`config.mk`:
```
export PLATFORM = sky130hd
export DESIGN_NAME = io_wait_sequencer
export DESIGN_NICKNAME = d
export VERILOG_FILES = /design/src/rtl/iowait_pkg.sv /design/src/rtl/port_classifier.sv /design/src/rtl/frame_wrap.sv /design/src/rtl/contention_lut.sv /design/src/rtl/io_wait_sequencer.sv
export SDC_FILE = /design/constraint.sdc
export NUM_CORES = 1
export LEC_CHECK = 0
export BUFFER_PORTS_ARGS = -buffer_cell sky130_fd_sc_hd__buf_2
export CORE_ASPECT_RATIO = 1.75
export CORE_MARGIN = 2
export CORE_UTILIZATION = 55
export CTS_CLUSTER_SIZE = 30
export DETAILED_ROUTE_END_ITERATION = 8
export GPL_TIMING_DRIVEN = 0
export PLACE_DENSITY_LB_ADDON = 0.12
export SYNTH_ARGS = -nofsm -noshare
export SYNTH_HDL_FRONTEND = slang
export SYNTH_HIERARCHICAL = 1
export SYNTH_SLANG_ARGS = --single-unit
```
`constraint.sdc`:
```
create_clock -name clk -period 13.2 [get_ports clk]
set_input_delay 2.64 -clock clk [delete_from_list [all_inputs] [get_ports clk]]
set_output_delay 2.64 -clock clk [all_outputs]
set_load 0.05 [all_outputs]
```
`src/rtl/iowait_pkg.sv`:
```
package iowait_pkg;

   // Encoding is {in_video_range, even_address}
   typedef enum logic [1:0] {
      CLS_FAR_ODD   = 2'b00,
      CLS_FAR_EVEN  = 2'b01,
      CLS_NEAR_ODD  = 2'b10,
      CLS_NEAR_EVEN = 2'b11
   } port_cls_e;

   localparam int unsigned N_PHASE = 4;

   // Bit i enables contention on phase i
   function automatic logic [N_PHASE-1:0] phase_mask(port_cls_e c);
      case (c)
         CLS_NEAR_ODD:  phase_mask = 4'b1111;
         CLS_NEAR_EVEN: phase_mask = 4'b0011;
         CLS_FAR_EVEN:  phase_mask = 4'b0010;
         default:       phase_mask = 4'b0000;
      endcase
   endfunction

endpackage

```
`src/rtl/port_classifier.sv`:
```
module port_classifier
   import iowait_pkg::*;
#(
   parameter int unsigned   ADDR_W      = 16,
   parameter logic [15:0]   RANGE_MASK  = 16'hC000,
   parameter logic [15:0]   RANGE_MATCH = 16'h4000
) (
   input  logic [ADDR_W-1:0] addr_i,
   output port_cls_e         cls_o
);

   logic near, even;

   always_comb begin
      near  = ((addr_i & ADDR_W'(RANGE_MASK)) == ADDR_W'(RANGE_MATCH));
      even  = ~addr_i[0];
      cls_o = port_cls_e'({near, even});
   end

endmodule

```
`src/rtl/frame_wrap.sv`:
```
module frame_wrap #(
   parameter int unsigned FRAME_LEN = 69888,
   parameter int unsigned POS_W     = $clog2(FRAME_LEN)
) (
   input  logic [POS_W-1:0]   pos_i,
   input  logic signed [POS_W:0] ofs_i,
   output logic [POS_W-1:0]   pos_o
);

   localparam int unsigned SW = POS_W + 2;
   localparam logic signed [SW-1:0] FL = SW'(FRAME_LEN);

   logic signed [SW-1:0] a, b, sum, adj;

   always_comb begin
      a   = {2'b00, pos_i};
      b   = {ofs_i[POS_W], ofs_i};
      sum = a + b;
      if (sum >= FL)
         adj = sum - FL;
      else if (sum < 0)
         adj = sum + FL;
      else
         adj = sum;
      pos_o = adj[POS_W-1:0];
   end

endmodule

```
`src/rtl/contention_lut.sv`:
```
module contention_lut #(
   parameter int unsigned FIRST_CONT = 14335,
   parameter int unsigned LINE_LEN   = 224,
   parameter int unsigned DISP_LINES = 192,
   parameter int unsigned DISP_TICKS = 128,
   parameter int unsigned POS_W      = 17,
   parameter int unsigned WAIT_W     = 3
) (
   input  logic [POS_W-1:0]  pos_i,
   output logic [WAIT_W-1:0] amt_o
);

   logic [POS_W-1:0] rel, line, col;
   logic [2:0]       grp;
   logic             in_win;

   always_comb begin
      rel    = pos_i - POS_W'(FIRST_CONT);
      line   = rel / POS_W'(LINE_LEN);
      col    = rel % POS_W'(LINE_LEN);
      grp    = rel[2:0];
      in_win = (pos_i >= POS_W'(FIRST_CONT)) &&
               (line < POS_W'(DISP_LINES)) &&
               (col  < POS_W'(DISP_TICKS));
      if (in_win && grp < 3'd6)
         amt_o = WAIT_W'(3'd6 - grp);
      else
         amt_o = '0;
   end

endmodule

```
`src/rtl/io_wait_sequencer.sv`:
```
module io_wait_sequencer
   import iowait_pkg::*;
#(
   parameter int unsigned FRAME_LEN  = 69888,
   parameter int unsigned LINE_LEN   = 224,
   parameter int unsigned FIRST_CONT = 14335,
   parameter int unsigned DISP_LINES = 192,
   parameter int unsigned DISP_TICKS = 128,
   parameter int unsigned WAIT_W     = 3,
   parameter int unsigned POS_W      = $clog2(FRAME_LEN)
) (
   input  logic                 clk,
   input  logic                 rst_n,
   input  logic                 start_i,
   input  logic [15:0]          port_addr_i,
   input  logic [POS_W-1:0]     frame_pos_i,
   input  logic signed [POS_W:0] frame_ofs_i,
   input  logic                 late_model_i,
   output logic                 busy_o,
   output logic                 done_o,
   output logic                 step_vld_o,
   output logic [1:0]           phase_o,
   output logic [WAIT_W-1:0]    wait_o
);

   localparam int unsigned CNT_W = $clog2(N_PHASE + 1);

   // Elaboration-time parameter checks
   generate
      if (LINE_LEN % 8 != 0 || DISP_TICKS > LINE_LEN)
         $error("io_wait_sequencer: bad line geometry");
      if (FIRST_CONT + DISP_LINES * LINE_LEN > FRAME_LEN)
         $error("io_wait_sequencer: display window exceeds frame");
      if (WAIT_W < 3)
         $error("io_wait_sequencer: WAIT_W too small for amount 6");
   endgenerate

   port_cls_e          cls_now, cls_q;
   logic [CNT_W-1:0]   cnt_q;
   logic               late_q;
   logic [POS_W-1:0]   pos_w;
   logic [WAIT_W-1:0]  amt;
   logic [1:0]         cur_phase;
   logic [N_PHASE-1:0] mask, sel;
   logic               apply;

   port_classifier #(.ADDR_W(16)) u_cls (
      .addr_i (port_addr_i),
      .cls_o  (cls_now)
   );

   frame_wrap #(.FRAME_LEN(FRAME_LEN), .POS_W(POS_W)) u_wrap (
      .pos_i (frame_pos_i),
      .ofs_i (frame_ofs_i),
      .pos_o (pos_w)
   );

   contention_lut #(
      .FIRST_CONT (FIRST_CONT),
      .LINE_LEN   (LINE_LEN),
      .DISP_LINES (DISP_LINES),
      .DISP_TICKS (DISP_TICKS),
      .POS_W      (POS_W),
      .WAIT_W     (WAIT_W)
   ) u_lut (
      .pos_i (pos_w),
      .amt_o (amt)
   );

   assign busy_o    = (cnt_q != '0);
   assign cur_phase = 2'(CNT_W'(N_PHASE) - cnt_q);
   assign mask      = phase_mask(cls_q);

   genvar gi;
   generate
      for (gi = 0; gi < N_PHASE; gi++) begin : g_sel
         assign sel[gi] = mask[gi] && (cur_phase == 2'(gi));
      end
   endgenerate

   assign apply = |sel;

   always_ff @(posedge clk) begin
      if (!rst_n) begin
         cnt_q      <= '0;
         cls_q      <= CLS_FAR_ODD;
         late_q     <= 1'b0;
         done_o     <= 1'b0;
         step_vld_o <= 1'b0;
         phase_o    <= '0;
         wait_o     <= '0;
      end else begin
         done_o     <= 1'b0;
         step_vld_o <= 1'b0;
         wait_o     <= '0;
         if (cnt_q == '0) begin
            if (start_i) begin
               cnt_q  <= CNT_W'(N_PHASE);
               cls_q  <= cls_now;
               late_q <= late_model_i;
            end
         end else if (late_q) begin
            cnt_q  <= '0;
            done_o <= 1'b1;
         end else begin
            step_vld_o <= 1'b1;
            phase_o    <= cur_phase;
            wait_o     <= apply ? amt : '0;
            cnt_q      <= cnt_q - 1'b1;
            if (cnt_q == CNT_W'(1))
               done_o <= 1'b1;
         end
      end
   end


   done_excl_chk: assert property (@(posedge clk) disable iff (!rst_n)
      done_o |-> !busy_o);


   start_take_chk: assert property (@(posedge clk) disable iff (!rst_n)
      (start_i && !busy_o) |=> busy_o);


   phase_next_chk: assert property (@(posedge clk) disable iff (!rst_n)
      (step_vld_o && phase_o != 2'd3) |=> (step_vld_o && phase_o == $past(phase_o) + 2'd1));


   cls_hold_chk: assert property (@(posedge clk) disable iff (!rst_n)
      (busy_o && $past(busy_o)) |-> $stable(cls_q));


   even_tail_chk: assert property (@(posedge clk) disable iff (!rst_n)
      (step_vld_o && phase_o[1] && cls_q[0]) |-> (wait_o == '0));


   far_odd_chk: assert property (@(posedge clk) disable iff (!rst_n)
      (step_vld_o && cls_q == CLS_FAR_ODD) |-> (wait_o == '0));


   pos_range_chk: assert property (@(posedge clk) disable iff (!rst_n)
      pos_w < POS_W'(FRAME_LEN));


   late_nostep_chk: assert property (@(posedge clk) disable iff (!rst_n)
      (busy_o && late_q) |=> (!step_vld_o && done_o));

endmodule

```
# Word level (Yosys, flattened, before mapping)
# Cells that the tools add are included.
[op_classes]
n_addsub = 7
n_bitwise = 6
eq_ne = 9
magnitude_cmp = 6
n_div = 2
muxes = 9
n_reduce_logical = 15
[ops]
columns = ["operator", "n"]
rows = [
  ["less-than comparator 17 x 8 -> 1 bit (second input constant)", 2],
  ["two-way mux 17 bit", 2],
  ["adder 18 x 18 -> 19 bit", 1],
  ["greater-or-equal comparator 19 x 18 -> 1 bit (second input constant)", 1],
  ["less-than comparator 19 x 1 -> 1 bit (second input constant)", 1],
  ["adder 17 bit (second input constant)", 1],
  ["divider 17 x 8 -> 17 bit (second input constant)", 1],
  ["greater-or-equal comparator 17 x 14 -> 1 bit (second input constant)", 1],
  ["modulo 17 x 8 -> 17 bit (second input constant)", 1],
  ["subtractor 17 x 14 -> 17 bit (second input constant)", 1],
  ["subtractor 17 bit (second input constant)", 1],
  ["case mux 4 bit (3 select lines)", 1],
  ["two-way mux 3 bit", 3],
  ["equality test 2 bit (second input constant)", 4],
  ["logical AND 1 bit", 7],
  ["equality test 2 x 1 -> 1 bit (second input constant)", 3],
  ["inverter 1 bit", 6],
  ["OR reduction 5 bit", 1],
  ["AND reduction 2 bit", 2],
  ["OR reduction 4 bit", 1],
  ["equality test 3 x 1 -> 1 bit (second input constant)", 1],
  ["zero test 3 bit", 1],
  ["less-than comparator 3 bit (second input constant)", 1],
  ["two-way mux 1 bit", 3],
  ["other kinds (7)", 7],
]
[totals]
register_bits = 13
out_inout_bits = 8
elab_cells = 61

# Longest topological paths before layout
[logic_depth]
depth_word = 12
ltp_mapped = 35
depth_no_buf = 31

# Cells and area by module
# The synthesis kept the hierarchy.
[by_module_without_submodules]
columns = ["mod", "seq_area_each_um2", "cells_each", "instances", "area_each_um2"]
rows = [
  ["contention_lut", 0.0, 223, 1, 1575.3],
  ["frame_wrap", 0.0, 185, 1, 1431.4],
  ["io_wait_sequencer", 260.2, 64, 1, 571.8],
  ["port_classifier", 0.0, 4, 1, 32.5],
]

# Worst setup path before layout
# No wires, ideal clock.
[synth_path]
path_type = "input to register"
start = "in frame_pos_i[0]"
end = "reg wait_o[2]"
path_buffers = 0
path_stages = 30
path_slack_ns = 2.609
arrival_ns = 10.513
path_cell_list = "ha_1 inv_1 fa_1 nand2b_1 a21oi_4 nor2_1 a311oi_2 ha_1 nor4b_1 o211ai_1 or4_4 a211oi_2 nor3_4 a211oi_1 nand4_4 o41a_1 mux2_4 o32a_4 o211a_4 maj3_2 a2111oi_4 nor4_1 and2_1 o221a_1 or4_4 and4_1 a311o_1 nor3_1 o21ai_0 nor3_1"
[synth_via]
elab_chain_cells = 12
[synth_lines]
columns = ["element", "line_no", "source"]
rows = [
  ["from (decl)", "io_wait_sequencer.sv:16", "input logic [POS_W-1:0] frame_pos_i,"],
  ["adder 18 x 18 -> 19 bit *", "frame_wrap.sv:18", "sum = a + b;"],
  ["adder 17 bit or less-than comparator 19 x 1 -> 1 bit (tied branches)", "frame_wrap.sv:22, frame_wrap.sv:21", ""],
  ["two-way mux 17 bit", "frame_wrap.sv:21", "else if (sum < 0)"],
  ["two-way mux 17 bit *", "frame_wrap.sv:19", "if (sum >= FL)"],
  ["net pos_w[9]", "io_wait_sequencer.sv:41", "logic [POS_W-1:0] pos_w;"],
  ["subtractor 17 x 14 -> 17 bit", "contention_lut.sv:18", "rel = pos_i - POS_W'(FIRST_CONT);"],
  ["divider 17 x 8 -> 17 bit", "contention_lut.sv:19", "line = rel / POS_W'(LINE_LEN);"],
  ["less-than comparator 17 x 8 -> 1 bit", "contention_lut.sv:23", "(line < POS_W'(DISP_LINES)) &&"],
  ["logical AND 1 bit", "contention_lut.sv:22", "in_win = (pos_i >= POS_W'(FIRST_CONT)) &&"],
  ["logical AND 1 bit *", "contention_lut.sv:23", ""],
  ["logical AND 1 bit *", "contention_lut.sv:25", "if (in_win && grp < 3'd6)"],
  ["inverter 1 bit (no source line) *", "-", ""],
  ["OR reduction 5 bit (no source line) *", "-", ""],
  ["to (signal assigned)", "io_wait_sequencer.sv:108", "wait_o <= apply ? amt : '0;"],
  ["to (decl)", "io_wait_sequencer.sv:23", "output logic [WAIT_W-1:0] wait_o"],
]
# The timed path passes the listed nets; every way through them passes the cells marked *.
# A chain may end at the register's enable or synchronous reset.

# Worst setup path in the final report
[layout_path]
start = "in frame_pos_i[0]"
end = "reg wait_o[1]"
# Same word-level chain as after synthesis.

==> metrics.md <==
| Metric | Value |
|---|---|
| Status | finished clean |
| DR iter-0 viols | 264 |
| Clk_lat worst skew | 0.24 ns |
| P&R area growth vs syn | 11.82% |
| Clock transition at path regs | 0.05 ns |
| VDD IR max | 0.09636 mV |
| CP endpoint kind | flop |
| Width of the die | 65.25 um |
| Worst slew margin | 40.22% |
| Setup Fix Bufs, Post-CTS | 0 |
| Pwr Density | 264.5 nW/um^2 |
| Mapped Cells | around 480 |
| Port Buffers | 49 |
| R2r startpoint | cnt_q[0] |
| Post-synthesis register bit count | 13 |
| Slew @ Worst Pin | 0.8914 ns |
| Slowest CP cell | a211oi_1 |
| Syn_area_per_cell | 7.586 sq um |
| Die footprint | roughly 7300 sq um |
| Share of post-route cells with drive strength above 1 | between 10% and 20% |
| Final worst-path cycle share | a little under 90% |
| DP HPWL | 7568 um |
| Sequential area share after synthesis | a little over 7% |
| CP Data Arrival Time | 11.63 ns |
| Worst Hold Class | reg2reg |
| Clock Path Buffers | 2 |
| Routed wire length | 9268 um |
| N_diodes | 0 |
| Yosys warns | 6 |
| Final Max Slew Viols | 0 |
| Max Cap Viol | 0 |
| Hold Fails Final Rpt | 0 |
| Leak pwr | ~1.6 nW |
| CTS root buf | clkbuf_16 |
| Data required time at the worst endpoint | 13.36 ns |
| Aggregate global routing overflow | 0 |
| Setup-failing EPs final | 0 |
| Pre-antenna DRT Iters | 4 |
| # nets final | 614 |
| Routed wire length per instance | 15.17 um |
| Startpoint Class | primary input |
| Via/cell ratio | 6.462 |
| Routability Congestion | ~0.87 |
| WHS Endpoint | phase_o[1] |
| DR vias | 3,948 |
| Mapped cell area | 3611 sq um |
| CTS Sinks | 13 |
| Hold Crit Depth | 2 |
| Worst-case reg-to-reg path depth | 5 |
| Hold path start | phase_o[1] |
| Global-route wire length before repair | roughly 16,000 um |
| Number of global-route vias before repair | 3,847 |
| Largest net degree at the start of global routing | 11 |
| Hold buffer count at CTS | 0 |
| Syn_nets | 560 |
| Async S/R FF share, synth | 0% |
| Setup TNS Final | 0 ns |
| Die H | 111.2 um |
| Clk_skew | 0.004994 ns |
| R2R Path End | cnt_q[2] |
| Post-route DRC | 0 |
| H-tree Lvls | 1 |
| WS Path Type | in2reg |
| Max FO, Critical Path | 10 |
| FMAX | about 87 MHz |
| Unrepaired setup endpoints after global routing | no |
| Top FF cell, synth | dfxtp_1 |
| # rows | 39 |
| Initial antenna violation count | 0 |
| Core area | 6441 sq um |
| CTS buffer count | 3 |
| Detail Route Antenna Nets | 0 |
| I/O pins | 63 |
| # fillers | 652 |
| Initial Utilization | roughly 56% |
| CTS resizes | 0 |
| Netlist cell types | 89 |
| WHS | 0.4536 ns |
| CP max stage delay | 0.79 ns |
| Worst R2R Setup Slack | between 10 and 15 ns |
| CTS tree | built |
| EDFF count, synth | 0 |
| Gr usage total | 25.43% |
| Final period demand of the worst path | 11.47 ns |
==> layout make-up <==
class,count,area [sq um],area share [%]
flip-flops and latches,13,260.3,6.446
inverters,22,82.58,2.045
clock buffers,4,78.83,1.952
plain buffers,18,92.59,2.293
repair buffers,49,245.2,6.074
multi-input cells,423,3176,78.65
well taps,82,102.6,2.541
==> report_power, final <==
| part | switching (W) | total [W] | leakage (nW) | internal (W) |
|---|---|---|---|---|
| sequential | 0.00000854 | 0.0000586 | 0.106 | 0.0000501 |
| combinational | 0.000592 | 0.000953 | 1.48 | 0.000361 |
| clock | 0.0000161 | 0.0000568 | 0.0382 | 0.0000407 |
| total | 0.000616 | 0.00107 | 1.62 | 0.000452 |
==> placed cells by master, fill, tap and decap left out, types with 4 or more instances in the layout <==
master / count
a211o_1: 4
a211oi_1: 7
a21o_1: 4
a21oi_1: 30
a311oi_2: 4
a31oi_1: 11
and2_1: 5
and3_1: 8
and4_1: 4
buf_2: 54
clkbuf_1: 10
dfxtp_1: 13
ha_1: 28
inv_1: 22
nand2_1: 34
nand2b_1: 8
nand3_1: 16
nand3b_1: 4
nand4_1: 4
nor2_1: 34
nor2b_1: 5
nor3_1: 29
nor3_2: 4
nor4_1: 6
o211ai_1: 11
o211ai_2: 4
o21a_1: 7
o21ai_0: 23
or3_1: 7
xnor2_1: 19
xor2_1: 14
==> cells by family after synthesis <==
group / count (synthesis) / synth area share [%]
fa+ha+maj: 30 / 10.57
mux: 4 / 1.247
simple gates: 189 / 30.60
compound gates: 165 / 36.63
flops: 13 / 7.207
xor+xnor: 35 / 8.905
buf+inv: 40 / 4.851
==> synthesized netlist by cell type (5+ instances only) <==
library cell / count / area, sq um
a211oi_1: 7 / 52.55
a21oi_1: 30 / 150.1
a31oi_1: 11 / 68.82
and2_1: 5 / 31.28
and3_1: 8 / 50.05
buf_2: 5 / 25.02
clkbuf_1: 9 / 33.78
dfxtp_1: 13 / 260.3
ha_1: 28 / 350.3
inv_1: 22 / 82.58
nand2_1: 34 / 127.6
nand2b_1: 8 / 50.05
nand3_1: 16 / 80.08
nor2_1: 34 / 127.6
nor2b_1: 5 / 31.28
nor3_1: 29 / 145.1
nor4_1: 6 / 37.54
o211ai_1: 11 / 82.58
o21a_1: 7 / 52.55
o21ai_0: 23 / 115.1
or3_1: 7 / 43.79
xnor2_1: 19 / 166.4
xor2_1: 14 / 122.6
==> registers in the layout (all words and copies together), names as in the netlist <==
signal / cells
phase_o: 2
wait_o: 3
cls_q: 2
step_vld_o: 1
late_q: 1
done_o: 1
cnt_q: 3
==> metal layers <==
metal	track usage (%)	up-vias	wire [um]
li1	-	1955	-
met1	24.86	1865	3412
met2	51.84	98	5288
met3	0.5076	30	206
met4	11.39	0	361
met5	0	-	0
==> metrics by stage <==
step / util [%] / setup slack (ns) / total power (W) / area, sq um / cells
finish: 62.68 / 1.728 / 0.001068 / 4038 / 611
CTS: 62.68 / 1.788 / 0.001054 / 4038 / 611
detailed placement: 61.46 / 1.604 / 0.0009892 / 3959 / 607
global route: 62.68 / 1.176 / 0.001151 / 4038 / 611
floorplan: - / 2.609 / 0.0008170 / 3611 / 476
global placement: 61.46 / 1.687 / 0.0009696 / 3959 / 607
==> worst max-delay path: cells and delay by family <==
family	cells	cell delay (ns)
buffers and inverters	4	0.51
and+or+nand+nor	13	3.18
adders and majority gates	3	0.85
AOI/OAI and AO/OA	13	4.44
==> worst max path at each step <==
stage,start,to,slack (ns)
after floorplan,frame_pos_i[0],wait_o[2],2.61
after global placement,frame_pos_i[0],wait_o[2],1.69
after detailed placement,frame_pos_i[0],wait_o[1],1.60
after CTS,frame_pos_i[0],wait_o[1],1.79
after global routing,frame_pos_i[0],wait_o[2],1.18
final,frame_pos_i[0],wait_o[1],1.73
Power figures use the tool's default switching activity.
